### src/rtl/sarh_pkg.sv
package sarh_pkg;
  localparam int SARH_CFG_W = 6;

  typedef struct packed {
    logic single;
    logic odd;
    logic unipolar;
  } sarh_cfg_t;

  typedef enum logic [1:0] {ST_IDLE, ST_CONV, ST_LEAD, ST_SHIFT} sarh_state_e;

  // serial setup word, MSB first on the wire
  function automatic logic [SARH_CFG_W-1:0] sarh_word(sarh_cfg_t c);
    return {c.single, c.odd, 2'b00, c.unipolar, 1'b0};
  endfunction
endpackage

### src/rtl/sarh_sck_div.sv
module sarh_sck_div #(
  parameter int HALF = 2
) (
  input  logic clk_i,
  input  logic rst_ni,
  input  logic run_i,
  output logic tick_o
);
  localparam int CW = (HALF > 1) ? $clog2(HALF) : 1;

  logic [CW-1:0] cnt_q;

  assign tick_o = run_i && (cnt_q == '0);

  always_ff @(posedge clk_i or negedge rst_ni) begin
    if (!rst_ni)                 cnt_q <= CW'(HALF - 1);
    else if (!run_i || tick_o)   cnt_q <= CW'(HALF - 1);
    else                         cnt_q <= cnt_q - 1'b1;
  end
endmodule

### src/rtl/sarh_frame_shift.sv
module sarh_frame_shift
  import sarh_pkg::*;
#(
  parameter int DATA_W = 12
) (
  input  logic                  clk_i,
  input  logic                  rst_ni,
  input  logic                  load_i,
  input  logic [SARH_CFG_W-1:0] word_i,
  input  logic                  rise_i,
  input  logic                  fall_i,
  input  logic                  sdo_i,
  output logic                  sdi_o,
  output logic [DATA_W-1:0]     data_o
);
  logic [SARH_CFG_W-1:0] out_sr_q;
  logic                  sdi_q;
  logic [DATA_W-1:0]     in_sr_q;

  always_ff @(posedge clk_i or negedge rst_ni) begin
    if (!rst_ni) begin
      out_sr_q <= '0;
      sdi_q    <= 1'b0;
    end else if (load_i) begin
      sdi_q    <= word_i[SARH_CFG_W-1];
      out_sr_q <= {word_i[SARH_CFG_W-2:0], 1'b0};
    end else if (fall_i) begin
      sdi_q    <= out_sr_q[SARH_CFG_W-1];
      out_sr_q <= {out_sr_q[SARH_CFG_W-2:0], 1'b0};
    end
  end

  always_ff @(posedge clk_i or negedge rst_ni) begin
    if (!rst_ni)     in_sr_q <= '0;
    else if (rise_i) in_sr_q <= {in_sr_q[DATA_W-2:0], sdo_i};
  end

  assign sdi_o  = sdi_q;
  assign data_o = in_sr_q;
endmodule

### src/rtl/sarh_cfg_hist.sv
module sarh_cfg_hist
  import sarh_pkg::*;
(
  input  logic      clk_i,
  input  logic      rst_ni,
  input  logic      push_i,
  input  sarh_cfg_t cfg_i,
  output sarh_cfg_t prev_o,
  output logic      prev_vld_o
);
  sarh_cfg_t ent_q [2];
  logic [1:0] vld_q;

  always_ff @(posedge clk_i or negedge rst_ni) begin
    if (!rst_ni) begin
      ent_q[0] <= '0;
      ent_q[1] <= '0;
      vld_q    <= 2'b00;
    end else if (push_i) begin
      ent_q[0] <= cfg_i;
      ent_q[1] <= ent_q[0];
      vld_q    <= {vld_q[0], 1'b1};
    end
  end

  assign prev_o     = ent_q[1];
  assign prev_vld_o = vld_q[1];
endmodule

### src/rtl/sarh_host_ctrl.sv
module sarh_host_ctrl
  import sarh_pkg::*;
#(
  parameter int DATA_W      = 12,
  parameter int SCK_HALF    = 2,
  parameter int CONV_HI_CYC = 2,
  parameter int CONV_CYC    = 10,
  parameter int ACQ_CYC     = 12,
  parameter int CYCLE_CYC   = 64
) (
  input  logic              clk_i,
  input  logic              rst_ni,
  input  logic              start_i,
  input  logic              single_i,
  input  logic              odd_i,
  input  logic              unipolar_i,
  input  logic              sleep_i,
  input  logic              sdo_i,
  output logic              conv_o,
  output logic              sck_o,
  output logic              sdi_o,
  output logic [DATA_W-1:0] result_o,
  output logic              result_valid_o,
  output logic [2:0]        result_tag_o,
  output logic              result_stale_o
);
  localparam int CNV_W = $clog2(CONV_CYC + 1);
  localparam int CYC_W = $clog2(CYCLE_CYC + 1);
  localparam int ACQ_W = $clog2(ACQ_CYC + 1);
  localparam int RC_W  = $clog2(DATA_W + 1);

  sarh_state_e       state_q;
  logic [CNV_W-1:0]  cnv_cnt_q;
  logic [CYC_W-1:0]  cyc_cnt_q;
  logic [ACQ_W-1:0]  acq_cnt_q;
  logic [RC_W-1:0]   rise_cnt_q;
  logic              conv_q, sck_q, sleep_q;
  logic              valid_q, stale_q;
  logic [DATA_W-1:0] result_q;
  logic [2:0]        tag_q;

  logic              accept, tick, run, rise, fall, prev_vld;
  sarh_cfg_t         cfg_in, prev_cfg;
  logic [DATA_W-1:0] shift_data;

  assign cfg_in = '{single: single_i, odd: odd_i, unipolar: unipolar_i};
  assign accept = (state_q == ST_IDLE) && start_i && (cyc_cnt_q == '0) && (acq_cnt_q == '0);
  assign run    = (state_q == ST_LEAD) || (state_q == ST_SHIFT);
  assign rise   = tick && ((state_q == ST_LEAD) || ((state_q == ST_SHIFT) && !sck_q));
  assign fall   = tick && (state_q == ST_SHIFT) && sck_q;

  sarh_sck_div #(.HALF(SCK_HALF)) u_div (
    .clk_i  (clk_i),
    .rst_ni (rst_ni),
    .run_i  (run),
    .tick_o (tick)
  );

  sarh_frame_shift #(.DATA_W(DATA_W)) u_shift (
    .clk_i  (clk_i),
    .rst_ni (rst_ni),
    .load_i (accept),
    .word_i (sarh_word(cfg_in)),
    .rise_i (rise),
    .fall_i (fall),
    .sdo_i  (sdo_i),
    .sdi_o  (sdi_o),
    .data_o (shift_data)
  );

  sarh_cfg_hist u_hist (
    .clk_i      (clk_i),
    .rst_ni     (rst_ni),
    .push_i     (accept),
    .cfg_i      (cfg_in),
    .prev_o     (prev_cfg),
    .prev_vld_o (prev_vld)
  );

  always_ff @(posedge clk_i or negedge rst_ni) begin
    if (!rst_ni) begin
      state_q    <= ST_IDLE;
      cnv_cnt_q  <= '0;
      cyc_cnt_q  <= '0;
      acq_cnt_q  <= '0;
      rise_cnt_q <= '0;
      conv_q     <= 1'b0;
      sck_q      <= 1'b0;
      sleep_q    <= 1'b0;
      valid_q    <= 1'b0;
      stale_q    <= 1'b0;
      result_q   <= '0;
      tag_q      <= '0;
    end else begin
      valid_q <= 1'b0;
      if (cyc_cnt_q != '0) cyc_cnt_q <= cyc_cnt_q - 1'b1;
      if (acq_cnt_q != '0) acq_cnt_q <= acq_cnt_q - 1'b1;
      unique case (state_q)
        ST_IDLE: if (accept) begin
          state_q   <= ST_CONV;
          conv_q    <= 1'b1;
          sleep_q   <= sleep_i;
          cnv_cnt_q <= CNV_W'(CONV_CYC - 1);
          cyc_cnt_q <= CYC_W'(CYCLE_CYC - 1);
        end
        ST_CONV: begin
          if (cnv_cnt_q == '0) begin
            conv_q  <= 1'b0;
            state_q <= ST_LEAD;
          end else begin
            cnv_cnt_q <= cnv_cnt_q - 1'b1;
            if (!sleep_q && cnv_cnt_q == CNV_W'(CONV_CYC - CONV_HI_CYC)) conv_q <= 1'b0;
          end
        end
        ST_LEAD: if (tick) begin
          sck_q      <= 1'b1;
          rise_cnt_q <= RC_W'(1);
          state_q    <= ST_SHIFT;
        end
        ST_SHIFT: if (tick) begin
          if (sck_q) begin
            sck_q <= 1'b0;
            if (rise_cnt_q == RC_W'(DATA_W)) begin
              state_q  <= ST_IDLE;
              valid_q  <= 1'b1;
              result_q <= shift_data;
              tag_q    <= prev_cfg;
              stale_q  <= !prev_vld;
            end
          end else begin
            sck_q      <= 1'b1;
            rise_cnt_q <= rise_cnt_q + 1'b1;
            // last setup bit latched: acquisition window opens
            if (rise_cnt_q == RC_W'(SARH_CFG_W - 1)) acq_cnt_q <= ACQ_W'(ACQ_CYC - 1);
          end
        end
        default: state_q <= ST_IDLE;
      endcase
    end
  end

  assign conv_o         = conv_q;
  assign sck_o          = sck_q;
  assign result_o       = result_q;
  assign result_valid_o = valid_q;
  assign result_tag_o   = tag_q;
  assign result_stale_o = stale_q;
endmodule

### config.mk
export PLATFORM = sky130hd
export DESIGN_NAME = sarh_host_ctrl
export DESIGN_NICKNAME = d
export VERILOG_FILES = /design/src/rtl/sarh_pkg.sv /design/src/rtl/sarh_sck_div.sv /design/src/rtl/sarh_frame_shift.sv /design/src/rtl/sarh_cfg_hist.sv /design/src/rtl/sarh_host_ctrl.sv
export SDC_FILE = /design/constraint.sdc
export NUM_CORES = 1
export LEC_CHECK = 0
export ABC_AREA = 0
export ABC_CLOCK_PERIOD_IN_PS = 6600
export BUFFER_PORTS_ARGS = -buffer_cell sky130_fd_sc_hd__buf_2
export CORE_MARGIN = 4
export CORE_UTILIZATION = 63
export DETAILED_ROUTE_END_ITERATION = 6
export HOLD_SLACK_MARGIN = 0.12
export PLACE_DENSITY = 0.84
export SLEW_MARGIN = 10
export SYNTH_ARGS = -nofsm -noshare
export SYNTH_HDL_FRONTEND = slang
export SYNTH_SLANG_ARGS = --single-unit
### constraint.sdc
create_clock -name clk_i -period 6.6 [get_ports clk_i]
set_input_delay 1.32 -clock clk_i [delete_from_list [all_inputs] [get_ports clk_i]]
set_output_delay 1.32 -clock clk_i [all_outputs]
set_load 0.1 [all_outputs]
Yosys cells after proc, flatten, opt, wreduce, memory -nomap -nowiden
Cells that the tools add are included.

Word-level logic and storage cells: 115. Output and inout bits: 20. Bits of input ports: 8. Register bits: 69.

Add/sub/neg operators: 5. Equality and inequality tests: 15. Mux-type cells: 39. Reduce and logical (&&, ||, !) cells: 32. Bitwise operators: 1.

Operators by type and width (count): 4-bit 2-to-1 mux (10); 7-bit 2-to-1 mux (3); 4-bit case mux with 2 select lines (2); 2-bit != test (second input constant) (7); 1-bit 2-to-1 mux (13); 2-bit 2-to-1 mux (6); 6-bit 2-to-1 mux (2); 1-bit logical AND (9); 3-bit AND reduction (3); 4-bit equality test (second input constant) (2); 4-bit logical NOT (2); 2-bit case mux with 4 select lines (1); 4-bit AND reduction (2); 4-bit by 1-bit subtractor with 4-bit output (second input constant) (2); 7-bit logical NOT (1); 7-bit nonzero test (1); 7-bit by 1-bit subtractor with 7-bit output (second input constant) (1); 6-bit AND reduction (1); 2-bit nonzero test (3); 4-bit by 1-bit adder with 4-bit output (second input constant) (1); 2-bit equality test (second input constant) (2); 4-bit by 3-bit equality test with 1-bit output (second input constant) (1); 1-bit logical NOT (4); 1-bit case mux with 2 select lines (2); 9 further kinds (11).

Logic depth before layout (Yosys ltp)
Gate-level depths: netlist of the first run.

Depth after elaboration: 7. Mapped depth: 7. Mapped depth without buffers: 6.

Cells and area by module
A second synthesis of the first run with hierarchy kept.

Cell total of the unflattened synthesis: 261. Area, all modules: 3181.8 µm².

Modules (own cells, without submodules): sarh_host_ctrl (area an instance 2037.0 µm², instances 1, sequential area each 1026.0 µm², cells an instance 187); sarh_frame_shift (area an instance 755.7 µm², instances 1, sequential area each 450.4 µm², cells an instance 51); sarh_cfg_hist (area an instance 345.3 µm², instances 1, sequential area each 200.2 µm², cells an instance 20); sarh_sck_div (area an instance 43.8 µm², instances 1, sequential area each 26.3 µm², cells an instance 3).

Least setup slack after synthesis of the first run
No wires, ideal clock.

Path type: in2reg. From: input port start_i. To: register sleep_q. Required time: 6.475 ns. Arrival: 2.588 ns. Stages: 3. Library setup time: 0.125 ns. Path buffers: 0. Slack: 3.888 ns. Cells stage by stage: or4bb_1 > nor4_4 > mux2_2.

Word-level cells in the longest chain between the ends: 4.

Ends and longest elaborated chain: start: declaration (RTL line sarh_host_ctrl.sv:13) `input logic start_i,`; 1-bit logical AND (3 in a row) (RTL line sarh_host_ctrl.sv:47) `assign accept = (state_q == ST_IDLE) && start_i && (cyc_cnt_q == '0) && (acq_cnt_q == '0);`; 2-bit AND reduction (no line); end signal: assignment (RTL line sarh_host_ctrl.sv:102) `sleep_q <= sleep_i;`; end: declaration (RTL line sarh_host_ctrl.sv:37) `logic conv_q, sck_q, sleep_q;`.

Every way passes these cells. A chain may end at the register's enable or synchronous reset.

Final worst setup path of the first run
From: input port start_i. To: register u_hist.ent_q (netlist bit u_hist.prev_o[0]).

Word-level cells in the longest chain between the ends: 3.

Ends and longest elaborated chain: 1-bit logical AND (3 in a row) (RTL line sarh_host_ctrl.sv:47); end: declaration (RTL line sarh_cfg_hist.sv:11) `sarh_cfg_t ent_q [2];`.

Every way passes these cells.

==> results of run 1 <==
-- power by group through the flow --
stage,combinational (mW),sequential (mW),clock [mW]
final,0.0147,0.417,0.329
after global routing,0.0175,0.417,0.355
after CTS,0.0156,0.417,0.335
after detailed placement,0.0154,0.424,0
after global placement,0.0150,0.424,0
after floorplan,0.00428,0.423,0
-- cells in the mapped netlist (2+ instances only) --
master and n:
nor2b_1 2, nor4_1 2, nor2_1 14, nor3_1 5, a21oi_1 9, clkbuf_1 4
ha_1 12, nand3_1 2, dfrtp_1 66, nand2b_1 2, mux2i_1 5, xnor2_1 3
o211ai_1 2, nor3b_1 3, a21boi_0 3, buf_2 2, nand3b_1 2, inv_1 17
o21ai_0 15, or3_1 2, nand2_1 15, mux2_2 35, nand4_1 4, a22o_1 4
xor2_1 2, a22oi_1 3
-- cells by family after synthesis --
| family | after synthesis | share of synthesized area (%) |
|---|---|---|
| buffers and inverters | 24 | 3.16 |
| xor gates and xnor gates | 5 | 1.43 |
| adders and majority gates | 12 | 4.92 |
| DFF | 67 | 55.0 |
| AOI/OAI and AO/OA | 48 | 10.7 |
| and+or+nand+nor | 58 | 10.3 |
| muxes | 40 | 14.5 |
-- through the flow --
| stage | cell area, um2 | hold slack (ns) |
|---|---|---|
| 2_1_floorplan | 3050 | 0.428 |
| 3_3_place_gp | 3250 | 0.446 |
| 6_report | 3450 | 0.453 |
| 5_1_grt | 3450 | 0.493 |
| 4_1_cts | 3450 | 0.463 |
| 3_5_place_dp | 3250 | 0.453 |
-- metal layers --
metal	share of wire (%)	track usage [%]
met1	45	25.4
met2	51	32.3
met3	2.9	4.41
met4	1.5	13.0
met5	0	0
-- worst register-to-register path, stage by stage, from the launching register on --
cell      delay [ns]
dfrtp_1         0.40
ha_1            0.38
nand3b_1        0.39
nor2_1          0.71
buf_4           0.30
mux2_2          0.36
-- registers in the layout, indices dropped and copies added, names as in the netlist, 3 cells and up --
signal,flops
result_o,12
u_shift.data_o,12
cyc_cnt_q,7
acq_cnt_q,4
cnv_cnt_q,4
rise_cnt_q,4
u_shift.out_sr_q,4
result_tag_o,3
u_hist.ent_q,3
u_hist.prev_o,3
-- worst max-delay path by stage --
stage                 start                to  slack, ns  cells past startpoint
floorplan           start_i           sleep_q       3.89                      3
global placement    start_i  u_hist.prev_o[0]       3.41                      4
detailed placement  start_i  u_hist.prev_o[0]       3.37                      4
CTS                 start_i  u_hist.prev_o[1]       3.70                      4
global route        start_i   u_hist.vld_q[1]       3.60                      4
finish              start_i  u_hist.prev_o[0]       3.70                      4
-- layout make-up --
cell class                 count  area share, %
multi-input combinational    163           37.1
sequential                    67           48.7
tap                           67           2.43
clock buffer                   9           3.59
inverter                      17           1.85
timing repair buffer          29           4.36
clock inverter                 7           2.00
==> results.sh, run 1 <==
export IMPL_run_status="completed"
export IMPL_pwr_density_cell_nw_per_um2=221
export IMPL_min_path_cells=1
export IMPL_place_congestion=0.835
export IMPL_syn_cell_area_um2=3050
export IMPL_worstSkewPairLatency_ns=0.34
export IMPL_hpwl_mm=3.60
export IMPL_setup_viol=0
export IMPL_insertedDiodeCount=0
export IMPL_synth_area_leader_cell="dfrtp_1"
export IMPL_critPathLaunchType="input pin"
export IMPL_final_antenna_net_count=0
export IMPL_vias=2006
export IMPL_fin_util_pct=73.0
export IMPL_synth_area_leaders="dfrtp_1, mux2_2, ha_1"
export IMPL_rsz0062_at_grt="false"
export IMPL_ys_dominant_reg_cell="dfrtp_1"
export IMPL_max_slew_margin_pct=35.2
export IMPL_path_class="in -> reg"
export IMPL_fp_dieH_um=77.6
export IMPL_grt_max_degree=68
export IMPL_crit_fanout=19
export IMPL_tightestPinTransition_ns=0.968
export IMPL_post_route_period_util_pct=43.9
export IMPL_layout_commonest_cell="dfrtp_1"
export IMPL_hold_start="u_hist.vld_q[1]"
export IMPL_final_cell_mix="dfrtp_1, mux2_2, buf_2"
export IMPL_yosys_register_bits=67
export IMPL_r2r_end="result_tag_o[1]"
export IMPL_setup_ws_ns=3.70
export IMPL_switching_share_pct=22.2
export IMPL_synth_top_area_share_pct=54.1
export IMPL_r2r_start="state_q[1]"
export IMPL_cts_setup_buffers=0
export IMPL_p_switching_mw=0.169
export IMPL_clockRootBuffer="clkbuf_8"
export IMPL_die_area_um2=6020
export IMPL_setup_tns_ns=0
export IMPL_path_buf_inv=1
export IMPL_wire_per_inst_um=15.1
export IMPL_rrSetupSlack_ns=3.96
export IMPL_crit_path_end_kind="register"
export IMPL_cts_sinks=67
export IMPL_seqPwrFrac_pct=54.8
export IMPL_via_per_inst=5.59
export IMPL_p_total_mw=0.761
export IMPL_finClkSkew_ns=0.00568
export IMPL_crit_chain="buf_2, or4bb_1, nor4_4, mux2_2"
export IMPL_cts_hold_buf=0
export IMPL_cts_tree="done"
export IMPL_slowest_delay_ns=0.76
export IMPL_nets=307
export IMPL_htree_levels=3
export IMPL_n_fill_cell=325
export IMPL_grt_pass1_wl_mm=9.52
export IMPL_ys_seq_area_share_pct=55.0
export IMPL_grt_ovfl_total=0
export IMPL_cts_resized=0
export IMPL_coreArea_um2=4720
export IMPL_fmax_ghz=0.345
export IMPL_drive_above_1_share_pct=30.1
export IMPL_cap_violations=0
export IMPL_crit_slowest_cell="nor4_4"
export IMPL_area_delta_synth_final_pct=12.9
export IMPL_num_io_pins=28
export IMPL_ff2ff_path_depth=5
export IMPL_async_reset_ff_share_pct=100
export IMPL_critPathTopFamily="simple AND/OR/NAND/NOR gates"
export IMPL_antenna_found_initial=0
export IMPL_grt_usage_pct=20.4
export IMPL_synth_distinct_cells=45
export IMPL_drc=0
export IMPL_place_ws_ns=3.37
export IMPL_synth_edf_count=0
export IMPL_start_util_pct=64.6
export IMPL_clk_pin_slew_ns=0.07
export IMPL_instances_no_fill=359
export IMPL_placementRows=25
export IMPL_final_max_slew_viol_count=0
export IMPL_die_w_um=77.6
export IMPL_leakagePower_nw=1.79
export IMPL_intPower_mw=0.591
export IMPL_synthCells=254
export IMPL_multiInputGateArea_um2=1280
export IMPL_first_iter_violations=102
export IMPL_grt_pass1_vias=2108
export IMPL_required_ns=6.82
export IMPL_min_to="result_stale_o"
export IMPL_crit_arrival_ns=3.12
export IMPL_synth_warnings=0
export IMPL_wl_mm=5.41
export IMPL_hold_violations=0
export IMPL_dp_cells=343
export IMPL_p_comb_share_pct=1.9
export IMPL_postSynthAreaPerCell_um2=12.0
export IMPL_seqCellArea_um2=1680
export IMPL_ir_drop_mv=0.154
export IMPL_clk_path_buf_depth=2
export IMPL_portBuffers=27
export IMPL_firstDrtPassIters=5
export IMPL_min_period_ns=2.90
export IMPL_synth_nets=274
export IMPL_cts_buffers=9
export IMPL_power_share_clock_pct=43.3
export IMPL_hp_class="reg -> reg"
Note: power is estimated with default switching activity, not from simulation.
==> run 2: changes to the inputs <==
--- a/config.mk
+++ b/config.mk
@@ -6,13 +6,13 @@
 export NUM_CORES = 1
 export LEC_CHECK = 0
 export ABC_AREA = 0
-export ABC_CLOCK_PERIOD_IN_PS = 6600
+export ABC_CLOCK_PERIOD_IN_PS = 2400
 export BUFFER_PORTS_ARGS = -buffer_cell sky130_fd_sc_hd__buf_2
 export CORE_MARGIN = 4
-export CORE_UTILIZATION = 63
+export CORE_UTILIZATION = 53
 export DETAILED_ROUTE_END_ITERATION = 6
 export HOLD_SLACK_MARGIN = 0.12
-export PLACE_DENSITY = 0.84
+export PLACE_DENSITY = 0.75
 export SLEW_MARGIN = 10
 export SYNTH_ARGS = -nofsm -noshare
 export SYNTH_HDL_FRONTEND = slang
==> constraint.sdc (replaced) <==
create_clock -name clk_i -period 2.4 [get_ports clk_i]
set_input_delay 0.48 -clock clk_i [delete_from_list [all_inputs] [get_ports clk_i]]
set_output_delay 0.48 -clock clk_i [all_outputs]
set_load 0.1 [all_outputs]
==> run 2 against run 1 <==
Compared with the run above:
- clock power grew to 2.8 times the previous value
- sequential cell count is the same
- routed wire length shrank 4.0%
- total power grew to 2.8 times the previous value
- largest cell class unchanged
- largest power group unchanged
- highest routed layer unchanged
==> results.sh, run 2 (synthesized netlist as in run 1, its figures left out) <==
export IMPL_rsz0062_at_grt="false"
export IMPL_min_period_ns=2.23
export IMPL_intPower_mw=1.64
export IMPL_finClkSkew_ns=0.00801
export IMPL_seqPwrFrac_pct=53.9
export IMPL_hold_violations=0
export IMPL_clockRootBuffer="clkbuf_8"
export IMPL_hpwl_mm=3.59
export IMPL_first_iter_violations=124
export IMPL_crit_cells=6
export IMPL_slowest_delay_ns=0.65
export IMPL_busiest_layer="met2"
export IMPL_portBuffers=27
export IMPL_hp_class="in -> async"
export IMPL_crit_path_end_kind="register"
export IMPL_worstSkewPairLatency_ns=0.34
export IMPL_grtUsageMet3_pct=4.54
export IMPL_grt_pass1_wl_mm=9.52
export IMPL_final_max_slew_viol_count=0
export IMPL_pwr_density_cell_nw_per_um2=605
export IMPL_leakagePower_nw=1.82
export IMPL_switching_share_pct=22.8
export IMPL_wire_per_inst_um=14.2
export IMPL_wl_mm=5.20
export IMPL_htree_levels=3
export IMPL_grt_ovfl_total=0
export IMPL_via_per_inst=5.48
export IMPL_setup_viol=0
export IMPL_layout_commonest_cell="dfrtp_1"
export IMPL_cap_violations=0
export IMPL_cts_resized=0
export IMPL_cts_hold_buf=0
export IMPL_start_util_pct=55.1
export IMPL_tightestPinTransition_ns=0.610
export IMPL_n_fill_cell=449
export IMPL_ir_drop_mv=0.462
export IMPL_grt_pass1_vias=1994
export IMPL_critPathTopFamily="simple AND/OR/NAND/NOR gates"
export IMPL_drc=0
export IMPL_nets=310
export IMPL_fmax_ghz=0.448
export IMPL_cts_sinks=67
export IMPL_antenna_found_initial=0
export IMPL_die_area_um2=7040
export IMPL_insertedDiodeCount=0
export IMPL_crit_chain="inv_1, ha_1, or4bb_1, o31ai_4, nand4_1, mux2_2"
export IMPL_crit_fanout=5
export IMPL_num_io_pins=28
export IMPL_ff2ff_path_depth=6
export IMPL_drive_above_1_share_pct=30.8
export IMPL_final_cell_mix="dfrtp_1, mux2_2, buf_2"
export IMPL_cts_setup_buffers=0
export IMPL_worst_hold_slack_ns=0.138
export IMPL_clk_pin_slew_ns=0.08
export IMPL_p_comb_share_pct=2.0
export IMPL_cts_tree="done"
export IMPL_grt_use_met2_pct=25.1
export IMPL_path_buf_inv=1
export IMPL_path_class="reg -> reg"
export IMPL_cts_buffers=9
export IMPL_critPathLaunchType="register"
export IMPL_grt_usage_pct=17.0
export IMPL_die_w_um=83.9
export IMPL_crit_slowest_cell="or4bb_1"
export IMPL_max_slew_margin_pct=59.3
export IMPL_grt_max_degree=42
export IMPL_clk_path_buf_depth=2
export IMPL_required_ns=2.63
export IMPL_coreArea_um2=5540
export IMPL_final_antenna_net_count=0
export IMPL_run_status="completed"
export IMPL_fp_dieH_um=83.9
export IMPL_post_route_period_util_pct=93.0
export IMPL_place_congestion=0.784
export IMPL_setup_tns_ns=0
export IMPL_crit_arrival_ns=2.47
export IMPL_vias=2010
export IMPL_area_delta_synth_final_pct=14.9
export IMPL_gr_usage_met1_pct=23.5
export IMPL_placementRows=27
export IMPL_power_share_clock_pct=44.1
export IMPL_firstDrtPassIters=4
export IMPL_p_switching_mw=0.484
run 2: changes by cell type in the layout (fill, tap and decap cells not counted):
cell / change
buf_12: +2
clkinv_2: -2
inv_6: +2
buf_4: +1
run 2: worst register-to-register path, cell delays in order, from the launching register on:
cell	delay, ns
dfrtp_1	0.37
inv_1	0.09
ha_1	0.22
or4bb_1	0.65
o31ai_4	0.30
nand4_1	0.18
mux2_2	0.31
run 2: cell type report:
type                       instances  area [um2]  area share [%]
timing repair buffer              32         198            5.63
multi-input combinational        163        1280            36.4
tap                               72        90.1            2.57
sequential                        67        1680            47.8
clock inverter                     7        76.3            2.18
inverter                          17        63.8            1.82
clock buffer                       9         124            3.53
run 2: stage by stage:
stage                     worst slack (ns)  std cells  util (%)  total power [mW]  cell area, um2
after floorplan                     0.0533        254         -              1.18            3050
after global placement               0.253        351      59.7              1.21            3310
after detailed placement             0.188        351      59.7              1.21            3310
after CTS                            0.162        367      63.3              2.15            3510
after global routing                0.0141        367      63.3              2.22            3510
final                                0.168        367      63.3              2.12            3510
run 2: per-layer routing:
layer | vias up | share of wire [%]
li1 | 974 | -
met1 | 986 | 49
met2 | 40 | 45
met3 | 10 | 3.6
met4 | 0 | 1.9
met5 | - | 0
run 2: path summary, 6_finish.rpt:
path / start / end / slack (ns)
worst max-delay path: acq_cnt_q[0] / state_q[1] / 0.17
worst min-delay path: rst_ni / rise_cnt_q[0] / 0.14
worst max register to register: acq_cnt_q[0] / state_q[1] / 0.17
worst min register to register: u_hist.vld_q[1] / result_stale_o / 0.46
max in group asynchronous: rst_ni / u_shift.data_o[2] / 1.64
min in group clk_i: unipolar_i / u_shift.out_sr_q[2] / 0.36
run 2: power by group through the flow:
stage / clock network, mW / registers, mW / logic (mW)
final: 0.936 / 1.14 / 0.0435
after global routing: 1.02 / 1.15 / 0.0522
after CTS: 0.962 / 1.14 / 0.0461
after detailed placement: 0 / 1.17 / 0.0460
after global placement: 0 / 1.17 / 0.0454
after floorplan: 0 / 1.16 / 0.0118
